<file path="src/rtl/clkgen_wdog_pkg.sv">
package clkgen_wdog_pkg;
  localparam int unsigned MULT_W = 3;

  // Number of base ticks in one time unit for the selected scale.
  function automatic int unsigned unit_len(input logic scale,
                                           input int unsigned short_t,
                                           input int unsigned long_t);
    return scale ? long_t : short_t;
  endfunction

  // True when a multiplier code arms a real timeout.
  function automatic logic mult_arms(input logic [MULT_W-1:0] m);
    return m != '0;
  endfunction
endpackage

</file>
<file path="src/rtl/clkgen_wdog_unit.sv">
module clkgen_wdog_unit
  import clkgen_wdog_pkg::*;
#(
  parameter int unsigned SHORT_TICKS = 294,
  parameter int unsigned LONG_TICKS  = 2340
) (
  input  logic clk,
  input  logic rst,
  input  logic load_i,
  input  logic run_i,
  input  logic tick_i,
  input  logic scale_i,
  output logic unit_end_o
);
  localparam int unsigned MAXT = (LONG_TICKS > SHORT_TICKS) ? LONG_TICKS : SHORT_TICKS;
  localparam int unsigned CW   = $clog2(MAXT + 1);

  logic [CW-1:0] cnt_q;
  logic          at_last;

  assign at_last    = (32'(cnt_q) == unit_len(scale_i, SHORT_TICKS, LONG_TICKS) - 32'd1);
  assign unit_end_o = run_i && tick_i && at_last;

  always_ff @(posedge clk) begin
    if (rst || load_i) cnt_q <= '0;
    else if (run_i && tick_i) cnt_q <= at_last ? '0 : cnt_q + 1'b1;
  end

  AST_TICK_IN_RANGE: assert property (@(posedge clk) disable iff (rst)
    32'(cnt_q) < unit_len(scale_i, SHORT_TICKS, LONG_TICKS));
endmodule

</file>
<file path="src/rtl/clkgen_wdog_count.sv">
module clkgen_wdog_count
  import clkgen_wdog_pkg::*;
(
  input  logic              clk,
  input  logic              rst,
  input  logic              load_i,
  input  logic              stop_i,
  input  logic [MULT_W-1:0] mult_i,
  input  logic              unit_end_i,
  output logic              armed_o,
  output logic              expire_o
);
  logic [MULT_W-1:0] left_q;
  logic              armed_q;

  assign expire_o = unit_end_i && (left_q == MULT_W'(1));
  assign armed_o  = armed_q;

  always_ff @(posedge clk) begin
    if (rst) begin
      armed_q <= 1'b0;
      left_q  <= '0;
    end else if (load_i) begin
      armed_q <= mult_arms(mult_i);
      left_q  <= mult_i;
    end else if (stop_i) begin
      armed_q <= 1'b0;
    end else if (unit_end_i) begin
      left_q <= left_q - 1'b1;
      if (left_q == MULT_W'(1)) armed_q <= 1'b0;
    end
  end

  AST_ARMED_NONZERO: assert property (@(posedge clk) disable iff (rst)
    armed_q |-> (left_q != '0));
  AST_HALT_AFTER_EXPIRE: assert property (@(posedge clk) disable iff (rst)
    expire_o |=> !armed_q);
endmodule

</file>
<file path="src/rtl/clkgen_wdog.sv">
module clkgen_wdog
  import clkgen_wdog_pkg::*;
#(
  parameter int unsigned SHORT_TICKS = 294,
  parameter int unsigned LONG_TICKS  = 2340
) (
  input  logic              clk,
  input  logic              rst,
  input  logic              base_tick_i,
  input  logic              cfg_wr_i,
  input  logic              cfg_en_i,
  input  logic [MULT_W-1:0] cfg_mult_i,
  input  logic              cfg_scale_i,
  input  logic              cfg_rst_only_i,
  input  logic              cfg_rec_src_i,
  output logic              alarm_o,
  output logic              sys_rst_o,
  output logic              freq_reload_o,
  output logic              recov_src_o
);
  logic              en_q, scale_q, ronly_q, src_q, alarm_q, pulse_q, reload_q;
  logic [MULT_W-1:0] mult_q;

  // Named internal events.
  logic load_w, stop_w, run_w, unit_end_w, expire_w, armed_w;

  assign load_w = cfg_wr_i && cfg_en_i;
  assign stop_w = cfg_wr_i && !cfg_en_i;
  assign run_w  = armed_w && !cfg_wr_i;

  clkgen_wdog_unit #(.SHORT_TICKS(SHORT_TICKS), .LONG_TICKS(LONG_TICKS)) unit_i (
    .clk(clk), .rst(rst), .load_i(load_w), .run_i(run_w),
    .tick_i(base_tick_i), .scale_i(scale_q), .unit_end_o(unit_end_w));

  clkgen_wdog_count count_i (
    .clk(clk), .rst(rst), .load_i(load_w), .stop_i(stop_w),
    .mult_i(cfg_mult_i), .unit_end_i(unit_end_w),
    .armed_o(armed_w), .expire_o(expire_w));

  always_ff @(posedge clk) begin
    if (rst) begin
      en_q <= 1'b0; mult_q <= '0; scale_q <= 1'b0;
      ronly_q <= 1'b0; src_q <= 1'b0;
    end else if (cfg_wr_i) begin
      en_q <= cfg_en_i; mult_q <= cfg_mult_i; scale_q <= cfg_scale_i;
      ronly_q <= cfg_rst_only_i; src_q <= cfg_rec_src_i;
    end
  end

  always_ff @(posedge clk) begin
    if (rst) begin
      alarm_q <= 1'b0; pulse_q <= 1'b0; reload_q <= 1'b0;
    end else begin
      pulse_q  <= expire_w;
      reload_q <= expire_w && !ronly_q;
      if (expire_w) alarm_q <= 1'b1;
      else if (cfg_wr_i && !mult_arms(cfg_mult_i)) alarm_q <= 1'b0;
    end
  end

  assign alarm_o       = alarm_q;
  assign sys_rst_o     = pulse_q;
  assign freq_reload_o = reload_q;
  assign recov_src_o   = src_q;

  AST_PULSE_ONE_CYCLE: assert property (@(posedge clk) disable iff (rst)
    sys_rst_o |=> !sys_rst_o);
  AST_RELOAD_WITH_RESET: assert property (@(posedge clk) disable iff (rst)
    freq_reload_o |-> (sys_rst_o && !ronly_q));
  AST_ALARM_ON_PULSE: assert property (@(posedge clk) disable iff (rst)
    sys_rst_o |-> alarm_o);
  AST_TESTMODE_QUIET: assert property (@(posedge clk) disable iff (rst)
    (mult_q == '0) |-> !expire_w);
  AST_DISABLED_QUIET: assert property (@(posedge clk) disable iff (rst)
    (!en_q && !cfg_wr_i) |=> !sys_rst_o);
endmodule

</file>
<file path="config.mk">
export PLATFORM = sky130hd
export DESIGN_NAME = clkgen_wdog
export DESIGN_NICKNAME = d
export VERILOG_FILES = /design/src/rtl/clkgen_wdog_pkg.sv /design/src/rtl/clkgen_wdog_unit.sv /design/src/rtl/clkgen_wdog_count.sv /design/src/rtl/clkgen_wdog.sv
export SDC_FILE = /design/constraint.sdc
export NUM_CORES = 1
export LEC_CHECK = 0
export BUFFER_PORTS_ARGS = -buffer_cell sky130_fd_sc_hd__buf_4
export CAP_MARGIN = 5
export CORE_MARGIN = 2
export CORE_UTILIZATION = 45
export DETAILED_ROUTE_END_ITERATION = 16
export GPL_TIMING_DRIVEN = 0
export HOLD_SLACK_MARGIN = 0.15
export PLACE_DENSITY = 0.62
export SYNTH_ARGS = -nofsm -noshare
export SYNTH_HDL_FRONTEND = slang
export SYNTH_HIERARCHICAL = 1
export SYNTH_SLANG_ARGS = --single-unit
</file>
<file path="constraint.sdc">
create_clock -name clk -period 2.7 [get_ports clk]
set_input_delay 0.675 -clock clk [delete_from_list [all_inputs] [get_ports clk]]
set_output_delay 0.675 -clock clk [all_outputs]
set_load 0.03 [all_outputs]
</file>
; Word-level counts from Yosys, hierarchy flattened
; Index checks and enable logic that the tools add are counted.
[totals]
register_bits = 22
out_inout_bits = 4
input_bits = 11
wordCells = 46
[op_classes]
n_eq_ne = 3
addsub = 3
reduce_logical = 20
n_mux = 11
[op_table]
columns = op, n
row1 = $eq A12 B32 Y1, 1
row2 = $sub A32 B1 Y32 const B, 1
row3 = $mux W12, 2
row4 = $add A12 B1 Y12 const B, 1
row5 = $mux W3, 3
row6 = $reduce_bool A3 Y1, 3
row7 = $logic_and A1 B1 Y1, 8
row8 = $mux W1, 6
row9 = $logic_not A1 Y1, 4
row10 = $reduce_and A2 Y1, 2
row11 = $reduce_bool A2 Y1, 2
row12 = $eq A3 B1 Y1 const B, 1
row13 = $sub A3 B1 Y3 const B, 1
row14 = $ne A2 B2 Y1 const B, 1
row15 = $logic_or A1 B1 Y1, 1

; Depth between registers and ports, before layout
; Gate-level depths: netlist (run 1).
[depth]
depth_word = 7
mapped_depth = 9

; Cells and area by module
; The synthesis (run 1) kept the hierarchy.
[by_module_without_submodules]
columns = module, cells_per_inst, seq_area_each_um2, instances, area_each_um2
row1 = clkgen_wdog_unit, 67, 240.2, 1, 633.1
row2 = clkgen_wdog, 22, 120.1, 1, 241.5
row3 = clkgen_wdog_count, 28, 80.1, 1, 240.2

; Worst setup path before layout (run 1)
; Ideal clock, no wire load.
[synth_timing]
path_kind = input-to-reg
from = input cfg_wr_i
to = register count_i.left_q[2]
cell_stages = 8
path_buffers = 1
t_arrival_ns = 2.413
t_required_ns = 2.621
setup_slack_ns = 0.208
path_cell_list = buf_6 > and2b_1 > nand3_2 > or4_4 > nor3_1 > nand3b_1 > xor2_1 > a211oi_2
[synth_between]
elab_chain_len = 6
elab_cells_between_ends = 10
[synth_rtl]
columns = item, line
row1 = "start, declared", clkgen_wdog.sv:10  ; input logic cfg_wr_i,
row2 = $logic_not A1 Y1, clkgen_wdog.sv:29  ; assign run_w = armed_w && !cfg_wr_i;
row3 = $logic_and A1 B1 Y1, clkgen_wdog.sv:29
row4 = named net run_w, clkgen_wdog.sv:25  ; logic load_w, stop_w, run_w, unit_end_w, expire_w, armed_w;
row5 = $logic_and A1 B1 Y1 (2 in series), clkgen_wdog_unit.sv:22  ; assign unit_end_o = run_i && tick_i && at_last;
row6 = named net unit_end_w, clkgen_wdog.sv:25
row7 = $reduce_bool A2 Y1 (no source line), -
row8 = $reduce_and A2 Y1 (no source line), -
row9 = "end signal, assigned", clkgen_wdog_count.sv:25  ; left_q <= mult_i;
row10 = "end signal, assigned", clkgen_wdog_count.sv:29  ; left_q <= left_q - 1'b1;
row11 = "end, declared", clkgen_wdog_count.sv:13  ; logic [MULT_W-1:0] left_q;
; The timed path passes the listed nets, and every way through them passes these cells.
; A chain may end at the register's enable or synchronous reset.

; Final worst setup path (run 1)
; Same ends and word-level chain as after synthesis.

==> results of run 1 <==
-- kinds of logic (layout without fill, tap and decap cells) --
logic type / count (synthesis) / in the layout / synth area share, %
flops: 22 / 22 / 39.5
buf+inv: 9 / 26 / 4.38
xor+xnor: 13 / 13 / 10.2
mux: 3 / 3 / 2.69
fa+ha+maj: 3 / 3 / 3.37
compound gates: 11 / 11 / 8.08
simple gates: 56 / 56 / 31.8
-- power by group through the flow --
stage               Combinational, mW  Clock (mW)  Sequential [mW]
finish                         0.0553       0.248            0.335
floorplan                      0.0322           0            0.343
global route                   0.0609       0.270            0.336
CTS                            0.0566       0.257            0.336
global placement               0.0548           0            0.342
detailed placement             0.0560           0            0.343
-- critical path, cell delays in order --
cell	delay, ns
buf_6	0.11
and2b_1	0.28
nand3_2	0.16
or4_4	0.53
nor3_1	0.38
nand3b_1	0.16
xor2_1	0.17
a211oi_2	0.20
-- cells in the mapped netlist, drive strengths merged --
cell type,number,area share [%]
nand2b,3,1.7
or4b,1,0.90
ha,3,3.4
a21o,1,0.67
nor4b,3,3.7
o21ai,1,0.45
and2b,2,1.5
nand4,4,2.2
mux2i,3,2.7
or4,1,1.0
a211oi,1,1.1
a311oi,1,0.79
dfxtp,22,40
nand3,4,2.2
and4,2,1.7
nor2b,2,1.1
xor2,7,5.5
nor4,1,0.56
nor3,3,1.3
nand2,6,2.0
nor2,19,8.6
and2,2,1.1
xnor2,6,4.7
a31oi,2,1.1
nand3b,3,2.0
a21oi,3,1.3
inv,7,2.4
o211ai,1,0.67
buf,2,2.0
o31ai,1,1.9
-- sequential cells by signal, summed over array words and instances, names as in the netlist --
signal and flops:
freq_reload_o 1, count_i/armed_o 1, scale_q 1, unit_i/cnt_q 12, sys_rst_o 1, recov_src_o 1
alarm_o 1, ronly_q 1, count_i/left_q 3
-- cells in the final DEF (no fill, tap or decap), types with 2 or more instances in the layout --
cell type / instances
a21oi_1: 3
a31oi_1: 2
and2_1: 2
buf_4: 13
buf_6: 2
clkbuf_4: 3
dfxtp_1: 22
ha_1: 3
inv_1: 7
mux2i_1: 3
nand2_1: 6
nand2b_1: 3
nand3_1: 3
nand3b_1: 3
nand4_1: 4
nor2_1: 9
nor2_2: 10
nor2b_1: 2
nor3_1: 3
nor4b_1: 2
xnor2_1: 6
xor2_1: 7
-- per-layer routing --
| metal | up-vias | global-route usage, % |
|---|---|---|
| li1 | 439 | - |
| met1 | 375 | 18.8 |
| met2 | 8 | 27.2 |
| met3 | 2 | 3.33 |
| met4 | 0 | 5.13 |
| met5 | - | 0 |
-- through the flow --
| step | area [µm²] | hold slack (ns) | instances | util [%] |
|---|---|---|---|---|
| 6_report | 1300 | 0.429 | 164 | 54.0 |
| 4_1_cts | 1300 | 0.433 | 164 | 54.0 |
| 2_1_floorplan | 1110 | 0.392 | 117 | - |
| 3_3_place_gp | 1250 | 0.400 | 160 | 51.9 |
| 5_1_grt | 1300 | 0.446 | 164 | 54.0 |
| 3_5_place_dp | 1250 | 0.410 | 160 | 51.9 |
-- worst paths after layout --
kind                       endpoint
hold reg to reg       freq_reload_o
hold / removal        freq_reload_o
setup reg to reg  count_i/left_q[2]
setup / recovery  count_i/left_q[2]
-- final cells by class --
| type | instances | area [µm²] | share of cell area (%) |
|---|---|---|---|
| Inverter | 7 | 26.3 | 2.02 |
| Clock inverter | 1 | 30.0 | 2.31 |
| Clock buffer | 3 | 22.5 | 1.73 |
| Timing Repair Buffer | 13 | 97.6 | 7.49 |
| Tap cell | 30 | 37.5 | 2.88 |
| Multi-Input combinational cell | 86 | 626 | 48.0 |
| Buffer | 2 | 22.5 | 1.73 |
| Sequential cell | 22 | 440 | 33.8 |
==> flow_summary.json, run 1 <==
{
  "dpl.hpwl_um": 1530,
  "crit_arrival_ns": 2.68,
  "nFillCells": 235,
  "fmax_mhz": 410,
  "critPathKind": "in2reg",
  "yosys_warnings": 6,
  "synth_cell_types": 35,
  "area_growth_pct": 16.8,
  "grt_use_total_pct": 15.6,
  "seq_power_share_pct": 52.5,
  "fin_crit_ns": 2.44,
  "cts-root-buf": "clkbuf_4",
  "setup_tns_ns": 0,
  "cp_max_fo": 7,
  "antenna_found_initial": 0,
  "layout_setup_ws_ns": 0.260,
  "hold_start": "ronly_q",
  "clk_latency_ns": 0.30,
  "power_uw": 638,
  "required_ns": 2.94,
  "report.final.slew_viol_count": 0,
  "worst_setup_path_end_kind": "flop",
  "timing.critical_path.from": "cfg_wr_i",
  "reg2reg_slack_ns": 0.46,
  "chipHeight_um": 53.8,
  "wl_met1_um": 926,
  "cts_tree": "built",
  "combPwrFrac_pct": 8.7,
  "first_iter_violations": 11,
  "syn_avg_cell_area_um2": 9.53,
  "p_sw_share_pct": 20.3,
  "yosysSeqAreaShare_pct": 39.5,
  "port_buffers": 13,
  "cts_sinks": 22,
  "wl_met3_um": 44,
  "grt_pass1_wl_um": 3250,
  "post_cts.repair.setup_buffers": 0,
  "place_worst_setup_slack_ns": -0.0754,
  "rows": 18,
  "overflow": 0,
  "grt_pass1_vias": 796,
  "die_area_um2": 2890,
  "net-switching-power_uw": 130,
  "dr.pass1.iters": 4,
  "whs_path_depth": 1,
  "ir_worst_vdd_mv": 0.279,
  "critPathLaunchType": "input port",
  "drtAntennaViolNets": 0,
  "numCtsBuffers": 3,
  "p_clk_share_pct": 38.8,
  "tightest_slew_ns": 0.463,
  "cts_resized": 0,
  "leakage_nw": 0.491,
  "wl_um": 1950,
  "synth.ff_latch_count": 22,
  "finalSetupViolCount": 0,
  "maxCapViolCount": 0,
  "slew_headroom_pct": 68.9,
  "htreeDepth": 1,
  "synthCells": 117,
  "finClkSkew_ns": 0.00571,
  "grt_max_degree": 14,
  "antennaDiodeCount": 0,
  "top_layer": "met4",
  "syn_area_um2": 1110,
  "drive_gt1_share_pct": 26.9,
  "ff2ff_path_depth": 7,
  "p_int_uw": 509,
  "synth_nets": 131,
  "wire_per_inst_um": 11.9,
  "die_w_um": 53.8,
  "cts_hold_buf": 0,
  "post-route-period-util_pct": 90.4,
  "coreArea_um2": 2410,
  "start_util_pct": 46.3,
  "clkTransAtPathRegs_ns": 0.12,
  "hold_viol_final": 0,
  "gp_congestion": 0.756,
  "status": "finished clean",
  "drcViolationCount": 0,
  "io_pins": 15,
  "wl_met2_um": 958,
  "r2r-start": "count_i/armed_o",
  "hold_path_class": "reg2reg",
  "power.density_nw_per_um2": 490,
  "cts_max_path_buffers": 2,
  "rsz0062_at_grt": "false",
  "viasPerCell": 5.02,
  "vias": 824,
  "fin_nets": 149
}
Power figures use the tool's default switching activity.
==> run 2: changes to the inputs <==
--- a/config.mk
+++ b/config.mk
@@ -7,6 +7,7 @@
 export LEC_CHECK = 0
 export BUFFER_PORTS_ARGS = -buffer_cell sky130_fd_sc_hd__buf_4
 export CAP_MARGIN = 5
+export CORE_ASPECT_RATIO = 1.5
 export CORE_MARGIN = 2
 export CORE_UTILIZATION = 45
 export DETAILED_ROUTE_END_ITERATION = 16
==> run 2 against run 1 <==
Hold slack got worse by 0.0046 ns. Die area increased by 0.28%. First-iteration DRC count increased by 27%. Non-clock buffer count unchanged. Total power decreased by 10%. Sequential power about the same. Highest routed layer unchanged.
==> flow_summary.json, run 2 (synthesis results as in run 1) <==
{
  "grt_pass1_wl_um": 3420,
  "crit_buf_inv": 1,
  "rows": 22,
  "rsz0062_at_grt": "false",
  "port_buffers": 13,
  "setup_tns_ns": 0,
  "worstHoldEndpoint": "freq_reload_o",
  "reg2reg_slack_ns": 0.44,
  "largest_reg_flops": 12,
  "antennaDiodeCount": 0,
  "worst_setup_path_end_kind": "flop",
  "vias": 860,
  "max_stage_delay_ns": 0.53,
  "fin_crit_ns": 2.45,
  "die_area_um2": 2900,
  "dp.cells": 154,
  "post_cts.repair.setup_buffers": 0,
  "r2r-start": "count_i/armed_o",
  "gp_congestion": 0.785,
  "regToRegEndpoint": "count_i/armed_o",
  "dpl.hpwl_um": 1540,
  "reg.largest.list": "unit_i/cnt_q x12, count_i/left_q x3",
  "area_growth_pct": 14.7,
  "cp.depth": 8,
  "cts_hold_buf": 0,
  "dr.pass1.iters": 4,
  "chipHeight_um": 65.0,
  "finClkSkew_ns": 0.00748,
  "cts_tree": "built",
  "hold_start": "ronly_q",
  "cts_max_path_buffers": 2,
  "leakage_nw": 0.484,
  "grt_use_total_pct": 16.1,
  "crit_arrival_ns": 2.63,
  "fin_nets": 149,
  "coreArea_um2": 2390,
  "required_ns": 2.88,
  "fmax_mhz": 409,
  "report.final.slew_viol_count": 0,
  "cts-root-buf": "clkbuf_4",
  "tightest_slew_ns": 0.444,
  "cts_sinks": 22,
  "htreeDepth": 1,
  "wl_um": 2040,
  "whs_path_depth": 1,
  "numCtsBuffers": 3,
  "overflow": 0,
  "hold_path_class": "reg2reg",
  "power.density_nw_per_um2": 447,
  "place_area_um2": 1240,
  "cp_max_fo": 7,
  "maxCapViolCount": 0,
  "slew_headroom_pct": 70.2,
  "drive_gt1_share_pct": 26.9,
  "final_util_pct": 53.4,
  "mostFrequentLayoutCells": "dfxtp_1 (22), buf_4 (13), nor2_2 (10)",
  "drcViolationCount": 0,
  "critPathSlowestCell": "or4_4",
  "clk_latency_ns": 0.30,
  "final_cell_area_um2": 1280,
  "antenna_found_initial": 0,
  "wire_per_inst_um": 12.9,
  "drtAntennaViolNets": 0,
  "ff2ff_path_depth": 7,
  "final_common_cell": "dfxtp_1",
  "cts_resized": 0,
  "grt_pass1_vias": 817,
  "first_iter_violations": 14,
  "cp_top_family": "simple AND/OR/NAND/NOR gates",
  "ir_worst_vdd_mv": 0.257,
  "critPathKind": "in2reg",
  "start_util_pct": 46.6,
  "die_w_um": 44.6,
  "hold_viol_final": 0,
  "regMostFlops": "unit_i/cnt_q",
  "instances_no_fill": 158,
  "finalSetupViolCount": 0,
  "post-route-period-util_pct": 90.6,
  "io_pins": 15,
  "critPathLaunchType": "input port",
  "status": "finished clean",
  "viasPerCell": 5.44,
  "clkTransAtPathRegs_ns": 0.12,
  "grt_max_degree": 13,
  "path_cells": "buf_6, and2b_1, nand3_2, or4_4, nor3_1, nand3b_1, a31oi_1, a311oi_1"
}
run 2: worst max path at each step:
stage / endpoint / slack (ns) / start
floorplan: count_i/left_q[2] / 0.21 / cfg_wr_i
global placement: count_i/left_q[2] / -0.05 / cfg_wr_i
detailed placement: count_i/left_q[2] / -0.06 / cfg_wr_i
CTS: count_i/left_q[2] / 0.26 / cfg_wr_i
global route: count_i/left_q[2] / 0.18 / cfg_wr_i
finish: count_i/armed_o / 0.25 / cfg_wr_i
run 2: power breakdown:
part           switching, mW  total (mW)  internal (mW)
logic                 0.0281      0.0555         0.0274
clock network         0.0985       0.181         0.0822
registers            0.00413       0.335          0.331
run 2: worst register-to-register path: cells and delay by family (launching register included):
family,cells,cell delay (ns)
AND/OR/NAND/NOR,5,1.50
flip-flops,1,0.36
AO/OA/AOI/OAI,2,0.30
run 2: area by class of cell:
| cell class | count | area [µm²] |
|---|---|---|
| buffer | 2 | 22.5 |
| sequential | 22 | 440 |
| multi-input combinational | 86 | 626 |
| fill | 243 | 1120 |
| timing repair buffer | 13 | 97.6 |
| tap | 24 | 30.0 |
| inverter | 7 | 26.3 |
| clock buffer | 4 | 36.3 |
run 2: layer usage:
layer | wire, µm | up-vias | track usage, %
met2 | 1080 | 17 | 27.0
li1 | - | 436 | -
met1 | 834 | 400 | 17.2
met5 | 0 | - | 0
met3 | 75 | 7 | 3.90
met4 | 46 | 0 | 10.2
run 2: through the flow:
stage	power, mW	worst slack [ns]	hold slack [ns]
3_5_place_dp	0.399	-0.0614	0.404
6_report	0.571	0.253	0.425
4_1_cts	0.580	0.263	0.423
5_1_grt	0.599	0.175	0.449
3_3_place_gp	0.398	-0.0543	0.406
2_1_floorplan	0.376	0.208	0.392
==> run 3: changes to the inputs <==
--- a/config.mk
+++ b/config.mk
@@ -5,6 +5,7 @@
 export SDC_FILE = /design/constraint.sdc
 export NUM_CORES = 1
 export LEC_CHECK = 0
+export ABC_AREA = 1
 export BUFFER_PORTS_ARGS = -buffer_cell sky130_fd_sc_hd__buf_4
 export CAP_MARGIN = 5
 export CORE_ASPECT_RATIO = 1.5
@@ -13,7 +14,6 @@
 export DETAILED_ROUTE_END_ITERATION = 16
 export GPL_TIMING_DRIVEN = 0
 export HOLD_SLACK_MARGIN = 0.15
-export PLACE_DENSITY = 0.62
 export SYNTH_ARGS = -nofsm -noshare
 export SYNTH_HDL_FRONTEND = slang
 export SYNTH_HIERARCHICAL = 1
==> constraint.sdc (replaced) <==
create_clock -name clk -period 2.36 [get_ports clk]
set_input_delay 0.59 -clock clk [delete_from_list [all_inputs] [get_ports clk]]
set_output_delay 0.59 -clock clk [all_outputs]
set_load 0.03 [all_outputs]
==> run 3 against run 2 <==
Sequential share of layout area is 3.3 points lower. Final cell count up 54%. Count of clock-buffer cells in the layout unchanged. Area after synthesis up 8.4%. Global-route usage increased by 3.6 points. First-iteration DRC count increased by 21%. Highest routed layer unchanged.
==> flow_summary.json, run 3 <==
{
  "drive_gt1_share_pct": 17.0,
  "cts_sinks": 22,
  "worstHoldEndpoint": "freq_reload_o",
  "hold_path_class": "reg2reg",
  "critPathSlowestCell": "nor2_1",
  "numCtsBuffers": 3,
  "wl_um": 2500,
  "synth_most_common_cell": "nand2_1",
  "final_common_cell": "nand2_1",
  "synth.ff_latch_count": 22,
  "critPathLaunchType": "input port",
  "clk_latency_ns": 0.26,
  "start_util_pct": 46.2,
  "combPwrFrac_pct": 9.2,
  "required_ns": 2.56,
  "max_stage_delay_ns": 0.27,
  "net-switching-power_uw": 165,
  "synth_commonest_cells": "nand2_1 (51), nor2_1 (33), inv_1 (27)",
  "overflow": 0,
  "rows": 23,
  "power.density_nw_per_um2": 508,
  "yosysSeqAreaShare_pct": 36.4,
  "chipHeight_um": 67.5,
  "reg2reg_slack_ns": 0.51,
  "cts_tree": "built",
  "p_int_uw": 554,
  "crit_arrival_ns": 2.16,
  "report.final.slew_viol_count": 0,
  "synth_nets": 202,
  "die_w_um": 46.3,
  "viasPerCell": 4.67,
  "gp_congestion": 0.813,
  "port_buffers": 14,
  "synthCells": 188,
  "antennaDiodeCount": 0,
  "syn_avg_cell_area_um2": 6.43,
  "first_iter_violations": 17,
  "p_clk_share_pct": 37.4,
  "drtAntennaViolNets": 0,
  "regToRegEndpoint": "freq_reload_o",
  "rsz0062_at_grt": "false",
  "reg.largest.list": "unit_i/cnt_q x12, count_i/left_q x3",
  "tightest_slew_ns": 0.314,
  "setup_tns_ns": 0,
  "whs_ns": 0.411,
  "dr.pass1.iters": 4,
  "grt_pass1_vias": 1144,
  "mostFrequentLayoutCells": "nand2_1 (51), nor2_1 (33), inv_1 (27)",
  "post_cts.repair.setup_buffers": 0,
  "whs_path_depth": 1,
  "synth_cell_types": 19,
  "ff2ff_path_depth": 14,
  "io_pins": 15,
  "drcViolationCount": 0,
  "nFillCells": 273,
  "largest_reg_flops": 12,
  "hold_start": "ronly_q",
  "clkTransAtPathRegs_ns": 0.08,
  "wire_per_inst_um": 10.3,
  "finalSetupViolCount": 0,
  "cts_resized": 0,
  "htreeDepth": 1,
  "cts_max_path_buffers": 2,
  "yosys_warnings": 6,
  "grt_max_degree": 13,
  "post-route-period-util_pct": 82.7,
  "p_sw_share_pct": 23.0,
  "timing.critical_path.from": "cfg_wr_i",
  "synth_top_area_share_pct": 36.4,
  "coreArea_um2": 2620,
  "antenna_found_initial": 0,
  "critPathKind": "in2reg",
  "status": "finished clean",
  "synthFlopType": "dfxtp_1",
  "regMostFlops": "unit_i/cnt_q",
  "ir_worst_vdd_mv": 0.282,
  "grt_use_total_pct": 19.7,
  "fin_crit_ns": 1.95,
  "dpl.hpwl_um": 2050,
  "vias": 1136,
  "maxCapViolCount": 0,
  "worst_setup_path_end_kind": "flop",
  "fin_nets": 221,
  "cp_max_fo": 7,
  "synth_top_area_cell": "dfxtp_1",
  "r2r-start": "count_i/armed_o",
  "area_growth_pct": 17.1,
  "netlist_top_cells_area": "dfxtp_1 (36%), nand2_1 (16%), nor2_1 (10%)",
  "cts-root-buf": "clkbuf_8",
  "hold_viol_final": 0,
  "cts_hold_buf": 0,
  "path_cells": "buf_4, nor2_1, nand2_4, inv_2, nand2_1, nor2_1, nand3_1, inv_1, nand3_1, inv_1, inv_1, nor2_1, inv_1, nor2_1",
  "die_area_um2": 3130,
  "async_flop_share_pct": 0,
  "grt_pass1_wl_um": 4500,
  "leakage_nw": 0.637,
  "synth_edf_count": 0,
  "finClkSkew_ns": 0.00162,
  "crit_buf_inv": 6,
  "seq_power_share_pct": 53.4,
  "fmax_mhz": 512,
  "syn_area_um2": 1210,
  "cp_top_family": "simple AND/OR/NAND/NOR gates",
  "slew_headroom_pct": 79.0
}
==> run 3: metrics by stage <==
stage / instance area [µm²] / cells / power [mW] / worst slack, ns / utilization (%)
finish: 1420 / 243 / 0.719 / 0.407 / 54.0
global route: 1420 / 243 / 0.753 / 0.210 / 54.0
CTS: 1420 / 243 / 0.728 / 0.384 / 54.0
detailed placement: 1360 / 239 / 0.460 / 0.140 / 51.9
global placement: 1360 / 239 / 0.458 / 0.148 / 51.9
floorplan: 1210 / 188 / 0.430 / 0.559 / -
==> run 3: logic make-up after synthesis <==
family / after synthesis / share of synthesized area (%)
AO/OA/AOI/OAI: 10 / 4.14
XOR/XNOR: 2 / 1.45
adder cells (fa/ha/maj): 3 / 3.11
buffers and inverters: 31 / 9.63
flip-flops: 22 / 36.4
AND/OR/NAND/NOR: 120 / 45.2
==> run 3: worst max path at each step <==
stage,end,cells after the start
floorplan,freq_reload_o,13
global placement,freq_reload_o,14
detailed placement,freq_reload_o,14
CTS,freq_reload_o,14
global route,freq_reload_o,14
finish,freq_reload_o,14
==> run 3: layout make-up <==
type | count | area (µm²) | share of cell area (%)
clock buffer | 4 | 55.1 | 3.89
inverter | 31 | 116 | 8.22
multi-input combinational | 135 | 652 | 46.1
sequential | 22 | 440 | 31.1
tap | 37 | 46.3 | 3.27
timing repair buffer | 14 | 105 | 7.43
==> run 3: worst reg2reg max path, delay by kind of cell, from the launching register on <==
kind                   cells  cell delay (ns)
AND/OR/NAND/NOR            8             1.00
flip-flops                 1             0.35
buffers and inverters      6             0.44
==> run 3: power groups by stage <==
stage / Sequential, mW / Combinational [mW] / Clock [mW]
after floorplan: 0.393 / 0.0364 / 0
after global placement: 0.392 / 0.0660 / 0
after detailed placement: 0.393 / 0.0672 / 0
after CTS: 0.384 / 0.0673 / 0.277
after global routing: 0.385 / 0.0772 / 0.291
final: 0.384 / 0.0663 / 0.269
==> run 3: routing by layer <==
layer | global-route usage [%] | part of all wire, %
met1 | 20.0 | 40
met2 | 38.2 | 57
met3 | 2.41 | 2.2
met4 | 7.50 | 1.0
met5 | 0 | 0
